==> config.mk <==
export PLATFORM = sky130hd
export DESIGN_NAME = txq_host_ctrl
export DESIGN_NICKNAME = d
export VERILOG_FILES = /design/src/rtl/txq_pkg.sv /design/src/rtl/txq_cfg.sv /design/src/rtl/txq_store.sv /design/src/rtl/txq_tx_seq.sv /design/src/rtl/txq_host_ctrl.sv
export SDC_FILE = /design/constraint.sdc
export NUM_CORES = 1
export LEC_CHECK = 0
export ABC_AREA = 1
export BUFFER_PORTS_ARGS = -buffer_cell sky130_fd_sc_hd__buf_2
export CAP_MARGIN = 40
export CORE_MARGIN = 4
export CORE_UTILIZATION = 50
export CTS_BUF_LIST = sky130_fd_sc_hd__clkbuf_4 sky130_fd_sc_hd__clkbuf_8 sky130_fd_sc_hd__clkbuf_16
export CTS_CLUSTER_SIZE = 20
export DETAILED_ROUTE_END_ITERATION = 16
export GPL_ROUTABILITY_DRIVEN = 0
export PLACE_DENSITY = 0.71
export SYNTH_ARGS = -nofsm -noshare
export SYNTH_HDL_FRONTEND = slang
export SYNTH_SLANG_ARGS = --single-unit
==> constraint.sdc <==
create_clock -name clk -period 3.8 [get_ports clk]
set_input_delay 0.76 -clock clk [delete_from_list [all_inputs] [get_ports clk]]
set_output_delay 0.76 -clock clk [all_outputs]
set_load 0.05 [all_outputs]
==> src/rtl/txq_pkg.sv <==
package txq_pkg;
    localparam int BYTE_W = 8;

    typedef struct packed {
        logic              last;
        logic [BYTE_W-1:0] data;
    } txq_entry_t;
endpackage

==> src/rtl/txq_cfg.sv <==
module txq_cfg (
    input  logic       clk,
    input  logic       rst_n,
    input  logic       sw_rst,
    input  logic       cfg_wr,
    input  logic       cfg_tx_en,
    input  logic [1:0] cfg_thr,
    input  logic       cfg_burst,
    input  logic       host_wr,
    output logic       en_q,
    output logic [1:0] thr_q,
    output logic       burst_q,
    output logic       err_q,
    output logic       dis_evt
);
    typedef struct packed {
        logic       en;
        logic [1:0] thr;
        logic       burst;
        logic       err;
    } cfg_t;

    cfg_t st_d, st_q;

    always_comb begin
        st_d = st_q;
        if (host_wr && !st_q.en) begin
            st_d.err = 1'b1;
        end
        if (cfg_wr) begin
            st_d.en    = cfg_tx_en;
            st_d.thr   = cfg_thr;
            st_d.burst = cfg_burst;
        end
        if (sw_rst) begin
            st_d = '0;
        end
    end

    always_ff @(posedge clk or negedge rst_n) begin
        if (!rst_n) st_q <= '0;
        else        st_q <= st_d;
    end

    assign en_q    = st_q.en;
    assign thr_q   = st_q.thr;
    assign burst_q = st_q.burst;
    assign err_q   = st_q.err;
    assign dis_evt = cfg_wr && !cfg_tx_en && !sw_rst;

    AST_ERR_STICKY: assert property (@(posedge clk) disable iff (!rst_n)
        (err_q && !sw_rst) |=> err_q);
    AST_SWRST_CLEARS: assert property (@(posedge clk) disable iff (!rst_n)
        sw_rst |=> (!en_q && thr_q == 2'd0 && !burst_q && !err_q));
endmodule

==> src/rtl/txq_store.sv <==
module txq_store
    import txq_pkg::*;
#(
    parameter int DEPTH = 64
) (
    input  logic                           clk,
    input  logic                           rst_n,
    input  logic                           flush,
    input  logic                           push,
    input  txq_entry_t                     push_ent,
    input  logic                           pop,
    output txq_entry_t                     head,
    output logic [$clog2(DEPTH+1)-1:0]     count,
    output logic                           empty,
    output logic                           full
);
    localparam int AW = $clog2(DEPTH);
    localparam int CW = $clog2(DEPTH+1);

    typedef struct packed {
        logic [AW-1:0] wr_ptr;
        logic [AW-1:0] rd_ptr;
        logic [CW-1:0] cnt;
    } ptr_t;

    ptr_t       st_d, st_q;
    txq_entry_t mem_q [DEPTH];

    always_comb begin
        st_d = st_q;
        if (flush) begin
            st_d = '0;
        end else begin
            if (push) st_d.wr_ptr = st_q.wr_ptr + AW'(1);
            if (pop)  st_d.rd_ptr = st_q.rd_ptr + AW'(1);
            st_d.cnt = st_q.cnt + CW'(push) - CW'(pop);
        end
    end

    always_ff @(posedge clk or negedge rst_n) begin
        if (!rst_n) st_q <= '0;
        else        st_q <= st_d;
    end

    always_ff @(posedge clk) begin
        if (push && !flush) mem_q[st_q.wr_ptr] <= push_ent;
    end

    assign head  = mem_q[st_q.rd_ptr];
    assign count = st_q.cnt;
    assign empty = (st_q.cnt == '0);
    assign full  = (st_q.cnt == CW'(DEPTH));

    AST_NO_OVERFLOW: assert property (@(posedge clk) disable iff (!rst_n)
        push |-> (!full || pop));
    AST_NO_UNDERFLOW: assert property (@(posedge clk) disable iff (!rst_n)
        pop |-> !empty);
    AST_FLUSH_EMPTIES: assert property (@(posedge clk) disable iff (!rst_n)
        flush |=> empty);
endmodule

==> src/rtl/txq_tx_seq.sv <==
module txq_tx_seq
    import txq_pkg::*;
(
    input  logic              clk,
    input  logic              rst_n,
    input  logic              sw_rst,
    input  logic              en_q,
    input  logic              dis_evt,
    input  logic              empty,
    input  txq_entry_t        head,
    input  logic              mac_ready,
    output logic              pop,
    output logic              mac_valid,
    output logic [BYTE_W-1:0] mac_data,
    output logic              mac_sof,
    output logic              mac_eof,
    output logic              mac_bad_crc
);
    typedef struct packed {
        logic in_frame;
        logic abort_pend;
    } seq_t;

    seq_t st_d, st_q;
    logic fifo_offer;
    logic frame_open;

    assign fifo_offer = en_q && !empty && !st_q.abort_pend;
    assign pop        = fifo_offer && mac_ready;

    always_comb begin
        st_d       = st_q;
        frame_open = pop ? !head.last : st_q.in_frame;
        st_d.in_frame = frame_open;
        if (st_q.abort_pend && mac_ready) begin
            st_d.abort_pend = 1'b0;
        end
        if (dis_evt) begin
            st_d.abort_pend = st_d.abort_pend || frame_open;
            st_d.in_frame   = 1'b0;
        end
        if (sw_rst) begin
            st_d = '0;
        end
    end

    always_ff @(posedge clk or negedge rst_n) begin
        if (!rst_n) st_q <= '0;
        else        st_q <= st_d;
    end

    assign mac_valid   = st_q.abort_pend || fifo_offer;
    assign mac_data    = fifo_offer ? head.data : '0;
    assign mac_sof     = fifo_offer && !st_q.in_frame;
    assign mac_eof     = st_q.abort_pend || (fifo_offer && head.last);
    assign mac_bad_crc = st_q.abort_pend;

    AST_BADCRC_FRAMED: assert property (@(posedge clk) disable iff (!rst_n)
        mac_bad_crc |-> (mac_valid && mac_eof && !mac_sof));
    AST_BADCRC_HELD: assert property (@(posedge clk) disable iff (!rst_n)
        (mac_bad_crc && !mac_ready && !sw_rst) |=> mac_bad_crc);
    AST_BADCRC_SINGLE: assert property (@(posedge clk) disable iff (!rst_n)
        (mac_bad_crc && mac_ready) |=> !mac_bad_crc);
    AST_QUIET_WHEN_OFF: assert property (@(posedge clk) disable iff (!rst_n)
        (!en_q && !mac_bad_crc) |-> !mac_valid);
    AST_OFFER_HELD: assert property (@(posedge clk) disable iff (!rst_n)
        (mac_valid && !mac_ready && !sw_rst && !dis_evt)
        |=> (mac_valid && $stable(mac_data) && $stable(mac_eof) && $stable(mac_sof)));
endmodule

==> src/rtl/txq_host_ctrl.sv <==
module txq_host_ctrl
    import txq_pkg::*;
#(
    parameter int DEPTH     = 64,
    parameter int THR_BASE  = 8,
    parameter int THR_CODES = 4
) (
    input  logic              clk,
    input  logic              rst_n,
    input  logic              sw_rst,
    input  logic              cfg_wr,
    input  logic              cfg_tx_en,
    input  logic [1:0]        cfg_thr,
    input  logic              cfg_burst,
    input  logic              host_wr,
    input  logic [BYTE_W-1:0] host_data,
    input  logic              host_eof,
    output logic              host_req,
    output logic              wr_err,
    input  logic              mac_ready,
    output logic              mac_valid,
    output logic [BYTE_W-1:0] mac_data,
    output logic              mac_sof,
    output logic              mac_eof,
    output logic              mac_bad_crc
);
    localparam int CW = $clog2(DEPTH+1);

    logic          en_q, burst_q, dis_evt, flush, push, pop, empty, full;
    logic [1:0]    thr_q;
    logic [CW-1:0] count, free_sp;
    txq_entry_t    push_ent, head;
    logic [CW-1:0] need_tbl [THR_CODES];

    for (genvar g = 0; g < THR_CODES; g++) begin : g_need
        assign need_tbl[g] = CW'(THR_BASE << g);
    end

    txq_cfg u_cfg (
        .clk      (clk),
        .rst_n    (rst_n),
        .sw_rst   (sw_rst),
        .cfg_wr   (cfg_wr),
        .cfg_tx_en(cfg_tx_en),
        .cfg_thr  (cfg_thr),
        .cfg_burst(cfg_burst),
        .host_wr  (host_wr),
        .en_q     (en_q),
        .thr_q    (thr_q),
        .burst_q  (burst_q),
        .err_q    (wr_err),
        .dis_evt  (dis_evt)
    );

    assign flush    = sw_rst || dis_evt;
    assign push     = host_wr && en_q && !full;
    assign push_ent = '{last: host_eof, data: host_data};

    txq_store #(.DEPTH(DEPTH)) u_store (
        .clk     (clk),
        .rst_n   (rst_n),
        .flush   (flush),
        .push    (push),
        .push_ent(push_ent),
        .pop     (pop),
        .head    (head),
        .count   (count),
        .empty   (empty),
        .full    (full)
    );

    txq_tx_seq u_seq (
        .clk        (clk),
        .rst_n      (rst_n),
        .sw_rst     (sw_rst),
        .en_q       (en_q),
        .dis_evt    (dis_evt),
        .empty      (empty),
        .head       (head),
        .mac_ready  (mac_ready),
        .pop        (pop),
        .mac_valid  (mac_valid),
        .mac_data   (mac_data),
        .mac_sof    (mac_sof),
        .mac_eof    (mac_eof),
        .mac_bad_crc(mac_bad_crc)
    );

    // burst_q is held for software visibility of mode only; the request rule ignores it
    assign free_sp  = CW'(DEPTH) - count;
    assign host_req = en_q && (free_sp >= need_tbl[thr_q]);

    logic unused_burst;
    assign unused_burst = burst_q;

    AST_REQ_WRITE_LANDS: assert property (@(posedge clk) disable iff (!rst_n)
        (host_req && host_wr && !flush && !pop) |=> (count == $past(count) + CW'(1)));
    AST_NO_REQ_OFF: assert property (@(posedge clk) disable iff (!rst_n)
        (cfg_wr && !cfg_tx_en) |=> !host_req);
endmodule

== Word-level counts from Yosys, hierarchy flattened ==
Memories as Yosys holds them, arrays and structs flattened.
Cells that the tools add are included.
W data, S select, Z words.

* Eq/ne operators: 1
* Add/sub/neg operators: 5
* Bitwise operators: 1
* Magnitude comparators: 2
* Muxes and demuxes: 16
* Reduce and logical (&&, ||, !) cells: 31

{| class="wikitable"
|+ Operator list
! operator !! count
|-
| $mux W19 || 1
|-
| $bmux W7 S2 || 1
|-
| $mux W7 || 2
|-
| $logic_and A1 B1 Y1 || 13
|-
| $add A6 B1 Y6 const B || 2
|-
| $mux W6 || 2
|-
| $logic_not A1 Y1 || 9
|-
| $mux W8 || 1
|-
| $reduce_bool A2 Y1 || 4
|-
| $add A7 B1 Y7 || 1
|-
| $eq A7 B7 Y1 const B || 1
|-
| $ge A7 B7 Y1 || 1
|-
| $logic_not A7 Y1 || 1
|-
| $sub A7 B1 Y7 || 1
|-
| $sub A7 B7 Y7 const A || 1
|-
| $mux W1 || 5
|-
| $mux W5 || 1
|-
| $logic_or A1 B1 Y1 || 4
|-
| $mux W2 || 2
|-
| $mux W4 || 1
|-
| $ge A3 B3 Y1 const B || 1
|-
| $not A2 Y3 || 1
|}

* Output and inout port bits: 14
* Memories kept: 1
* Flip-flop bits (word level): 25
* Bits of input ports: 19
* RAM bits: 576

{| class="wikitable"
|+ Memories
! name !! words !! width !! read ports !! clocked after memory_dff !! write ports !! RTL line !! source
|-
| u_store.mem_q || 64 || 9 || 1 || 0 || 1 || txq_store.sv:27 || <nowiki>txq_entry_t mem_q [DEPTH];</nowiki>
|}

== Depth between registers and ports, before layout ==
* Word-level depth: 9
* Mapped depth: 21

== Cells and area by module ==
Synthesis repeated with hierarchy kept, for this count alone.

* Cells, all modules: 2475
* Area total of the unflattened synthesis: 26020.0 µm²

{| class="wikitable"
|+ Modules (own cells, without submodules)
! module !! instances !! cells an instance !! area each (µm²)
|-
| txq_store || 1 || 2366 || 25354.3
|-
| txq_host_ctrl || 1 || 46 || 246.5
|-
| txq_tx_seq || 1 || 38 || 211.5
|-
| txq_cfg || 1 || 25 || 207.7
|}

== Worst setup path before layout ==
OpenSTA, ideal clock, no wires.

* Path type: register to register
* Start point: register u_store.st_q, in the netlist u_store.count[3]
* End point: register u_store.st_q, in the netlist u_store.count[6]
* Cell stages (with the launch flop): 22
* Data required time: 3674 ps
* Setup slack: 645 ps
* Arrival time: 3029 ps
* Cell sequence: dfrtp_1 > inv_1 > ha_1 > inv_1 > nor3_2 > nand2_1 > o21ai_2 > nor2_1 > nand2_1 > inv_1 > ha_1 > inv_1 > ha_1 > fa_1 > a21oi_1 > nor2_1 > nor2_1 > nor2_1 > nor2_1 > o21bai_1 > o21ai_0 > a21oi_1

{| class="wikitable"
|+ RTL lines
! item !! RTL line !! source
|-
| from (decl) || txq_store.sv:26 || <nowiki>ptr_t st_d, st_q;</nowiki>
|-
| from (signal assigned) || txq_store.sv:42 || <nowiki>else st_q <= st_d;</nowiki>
|}

== Worst setup path after layout ==
* Start point: register u_store.st_q[7] in the netlist's numbering
* End point: output mac_data[6]

* Longest elaborated chain between the ends: 2

{| class="wikitable"
|+ Ends and longest elaborated chain
! item !! RTL line !! source
|-
| $mem_v2 Z64 W9 || n/a ||
|-
| $mux W8 || txq_tx_seq.sv:53 || <nowiki>assign mac_data = fifo_offer ? head.data : '0;</nowiki>
|-
| to (decl) || txq_host_ctrl.sv:22 || <nowiki>output logic [BYTE_W-1:0] mac_data,</nowiki>
|}

Every way passes these cells.

==> flow_summary.toml <==
[logic_synthesis]
syn-num-nets = 2010
syn-cell-area_sq_mm = 0.0246
yosysSeqAreaShare_pct = 73.0
ys_warn_count = 0
ys_ff_latch = 601
synthDistinctLibCells = 40
syn_inst = 1973
synth.avg_cell_area_sq_um = 12.5

[finish]
final_cell_mix = "edfxtp_1, nor2_1, o21ai_0"
final_cells = 2766
syn_to_final_growth_pct = 14.9
diodes = 0
final_net_count = 2101
fillers = 3706
drive_gt1_share_pct = 12.8
final_common_cell = "edfxtp_1"

[route]
via_count = 16424
viasPerCell = 5.94
topRoutingLayerUsed = "met4"
detail-route-antenna-nets = 0
drc = 0
wl_per_cell_um = 22.8
wl_um = 63000
wl_met3_um = 6090
drtIter0Drc = 2148
dr.pass1.iters = 5
met2_length_um = 29700
wl_met1_um = 25100

[timing]
fin_ws_ns = -0.00201
setup_viol = 1
period_share_pct = 100
min_period_ns = 3.80
worst_pin_slew_ns = 0.899
max_freq_mhz = 263
rsz0062_at_grt = "true"
setup-tns-final_ns = -0.00201
hold_viol = 0
slew_headroom_pct = 40.0
fin_skew_ns = 0.0265
final_max_slew_viol_count = 0

[floorplanning]
core.rowCount = 80
top_level_ports = 33
start_util_pct = 51.0
die_h_um = 230
core-area_sq_mm = 0.0481
die_area_sq_mm = 0.0527
die_x_um = 230

[worst_setup_path]
crit_family = "buffers and inverters"
worst_r2r_path_depth = 21
critPathLaunchType = "register"
worst_path_most_repeated_cell = "buf_6"
critPathArrivalTime_ns = 3.04
critPathKind = "reg -> out"
max_stage_delay_ns = 0.49
worstPathRequired_ns = 3.04
cp_num_buf_inv = 4
slowest_stage = "dfrtp_4"
crit_path_end_kind = "output port"
crit_chain = "buf_6, inv_16, buf_6, nor2_1, o221ai_1, nand3_1, nand4_1, nand3_1, a21oi_2, buf_6"
worstPathMaxFanout = 28
crit_cells = 10

[clock_tree]
clk_pin_slew_ns = 0.07
cts_max_level = 2
cts_buffers = 57
cts_buffer_depth = 3
cts_tree = "done"
ctsRootBufferMaster = "clkbuf_16"
insertion_delay_ns = 0.62
clkSinkCount = 601

[global_routing]
overflow = 0
grt_pass1_wl_um = 94500
grt_max_degree = 70
antenna_found_initial = 1
grt_pass1_vias = 15787
grt_usage_pct = 23.2

[hold_path]
holdCritPathClass = "in -> async"

[power_and_ir_drop]
ir_worst_vdd_mv = 0.474
p_leak_nw = 9.69
power_density_mw_per_mm2 = 510

[run_status]
outcome = "complete, but fails checks"
violations = "setup timing"

[placed_design]
dp_cells = 2652
hpwl_um = 35800
io_buffers = 31

[run]
cap_violations = 0
-- kinds of logic (layout without fill, tap and decap cells) --
family	Yosys count	in the layout	synth area share (%)
adder cells (fa/ha/maj)	18	18	0.947
AO/OA/AOI/OAI	465	465	10.7
XOR/XNOR	7	7	0.250
flip-flops	601	601	73.0
AND/OR/NAND/NOR	696	696	11.5
buffers and inverters	186	323	3.61
-- metrics by stage --
stage	instance area, sq um	setup slack [ns]	utilization, %	hold WS, ns	total power [mW]
after floorplan	24600	0.645	-	0.464	8.21
after global placement	25900	0.306	53.8	0.493	8.56
after detailed placement	25900	0.301	53.9	0.500	8.60
after CTS	28100	0.0113	58.4	0.133	14.4
after global routing	28200	-0.0517	58.6	0.171	14.9
final	28200	-0.00201	58.6	0.138	14.4
-- where the power goes --
| part | internal, mW | leakage, nW | switching, mW |
|---|---|---|---|
| Sequential | 7.28 | 5.51 | 0.0256 |
| Clock | 3.42 | 0.953 | 2.42 |
| Combinational | 0.408 | 3.23 | 0.855 |
| Total | 11.1 | 9.69 | 3.30 |
-- path summary, 6_finish.rpt --
| check | start | to | slack [ns] |
|---|---|---|---|
| setup / recovery | u_store.st_q[7]$_DFFE_PN0P_ | mac_data[6] | -0.002 |
| hold reg to reg | u_cfg.err_q$_DFFE_PN0P_ | u_cfg.err_q$_DFFE_PN0P_ | 0.51 |
| setup reg to reg | u_store.count[3]$_DFF_PN0_ | u_store.count[6]$_DFF_PN0_ | 0.36 |
| min in group clk | sw_rst | u_seq.mac_bad_crc$_DFF_PN0_ | 0.35 |
| hold / removal | rst_n | u_cfg.thr_q[1]$_DFFE_PN0P_ | 0.14 |
| max in group asynchronous | rst_n | u_store.st_q[8]$_DFFE_PN0P_ | 3.21 |
-- cells in the mapped netlist (all sizes together) --
cell type / number / share of area (%)
edfxtp: 576 / 70
nor2: 398 / 6.1
o21ai: 279 / 5.7
nand2: 164 / 2.5
nand3: 101 / 2.1
o22ai: 75 / 1.9
clkbuf: 64 / 0.98
inv: 62 / 0.95
buf: 56 / 1.6
o211ai: 56 / 1.8
a21oi: 41 / 0.85
dfrtp: 25 / 2.5
nand4: 25 / 0.64
ha: 17 / 0.87
o221ai: 11 / 0.39
nor3: 6 / 0.14
xor2: 5 / 0.18
clkinv: 4 / 0.066
o21bai: 2 / 0.061
xnor2: 2 / 0.071
a21boi: 1 / 0.031
fa: 1 / 0.081
nor4: 1 / 0.025
or2: 1 / 0.025
-- layout make-up --
cell class | instances | area, sq um | area share, %
Timing Repair inverter | 1 | 8.76 | 0.0310
Clock inverter | 37 | 375 | 1.33
Timing Repair Buffer | 151 | 1470 | 5.20
Tap cell | 656 | 821 | 2.91
Sequential cell | 601 | 17900 | 63.5
Inverter | 66 | 269 | 0.953
Multi-Input combinational cell | 1186 | 5820 | 20.6
Clock buffer | 68 | 1540 | 5.47
-- worst register-to-register path, delay by kind of cell, from the launching register on --
family | cells | cell delay (ns)
adders and majority gates | 4 | 1.11
and+or+nand+nor | 8 | 0.87
AOI/OAI and AO/OA | 5 | 0.60
DFF | 1 | 0.39
buffers and inverters | 4 | 0.36
-- sequential cells by signal, summed over array words and instances, names as in the netlist --
register and count:
u_seq.st_q 1, u_store.st_q 12, u_store.mem_q 576, u_cfg.en_q 1, u_store.count 7, u_seq.mac_bad_crc 1
u_cfg.thr_q 2, u_cfg.err_q 1
-- routing by layer --
| layer | global-route usage (%) | vias to the layer above |
|---|---|---|
| li1 | - | 7380 |
| met1 | 32.7 | 8008 |
| met2 | 37.2 | 893 |
| met3 | 3.73 | 143 |
| met4 | 8.33 | 0 |
| met5 | 0 | - |
-- what timing repair did --
action,4_1_cts,5_1_grt
endpoints found under the setup margin,9,9
buffers inserted,3,0
hold buffers,0,0
gates cloned,5,1
pin swaps,1,5
resized for setup,29,19
No activity file was read; power rests on OpenSTA's default activity.
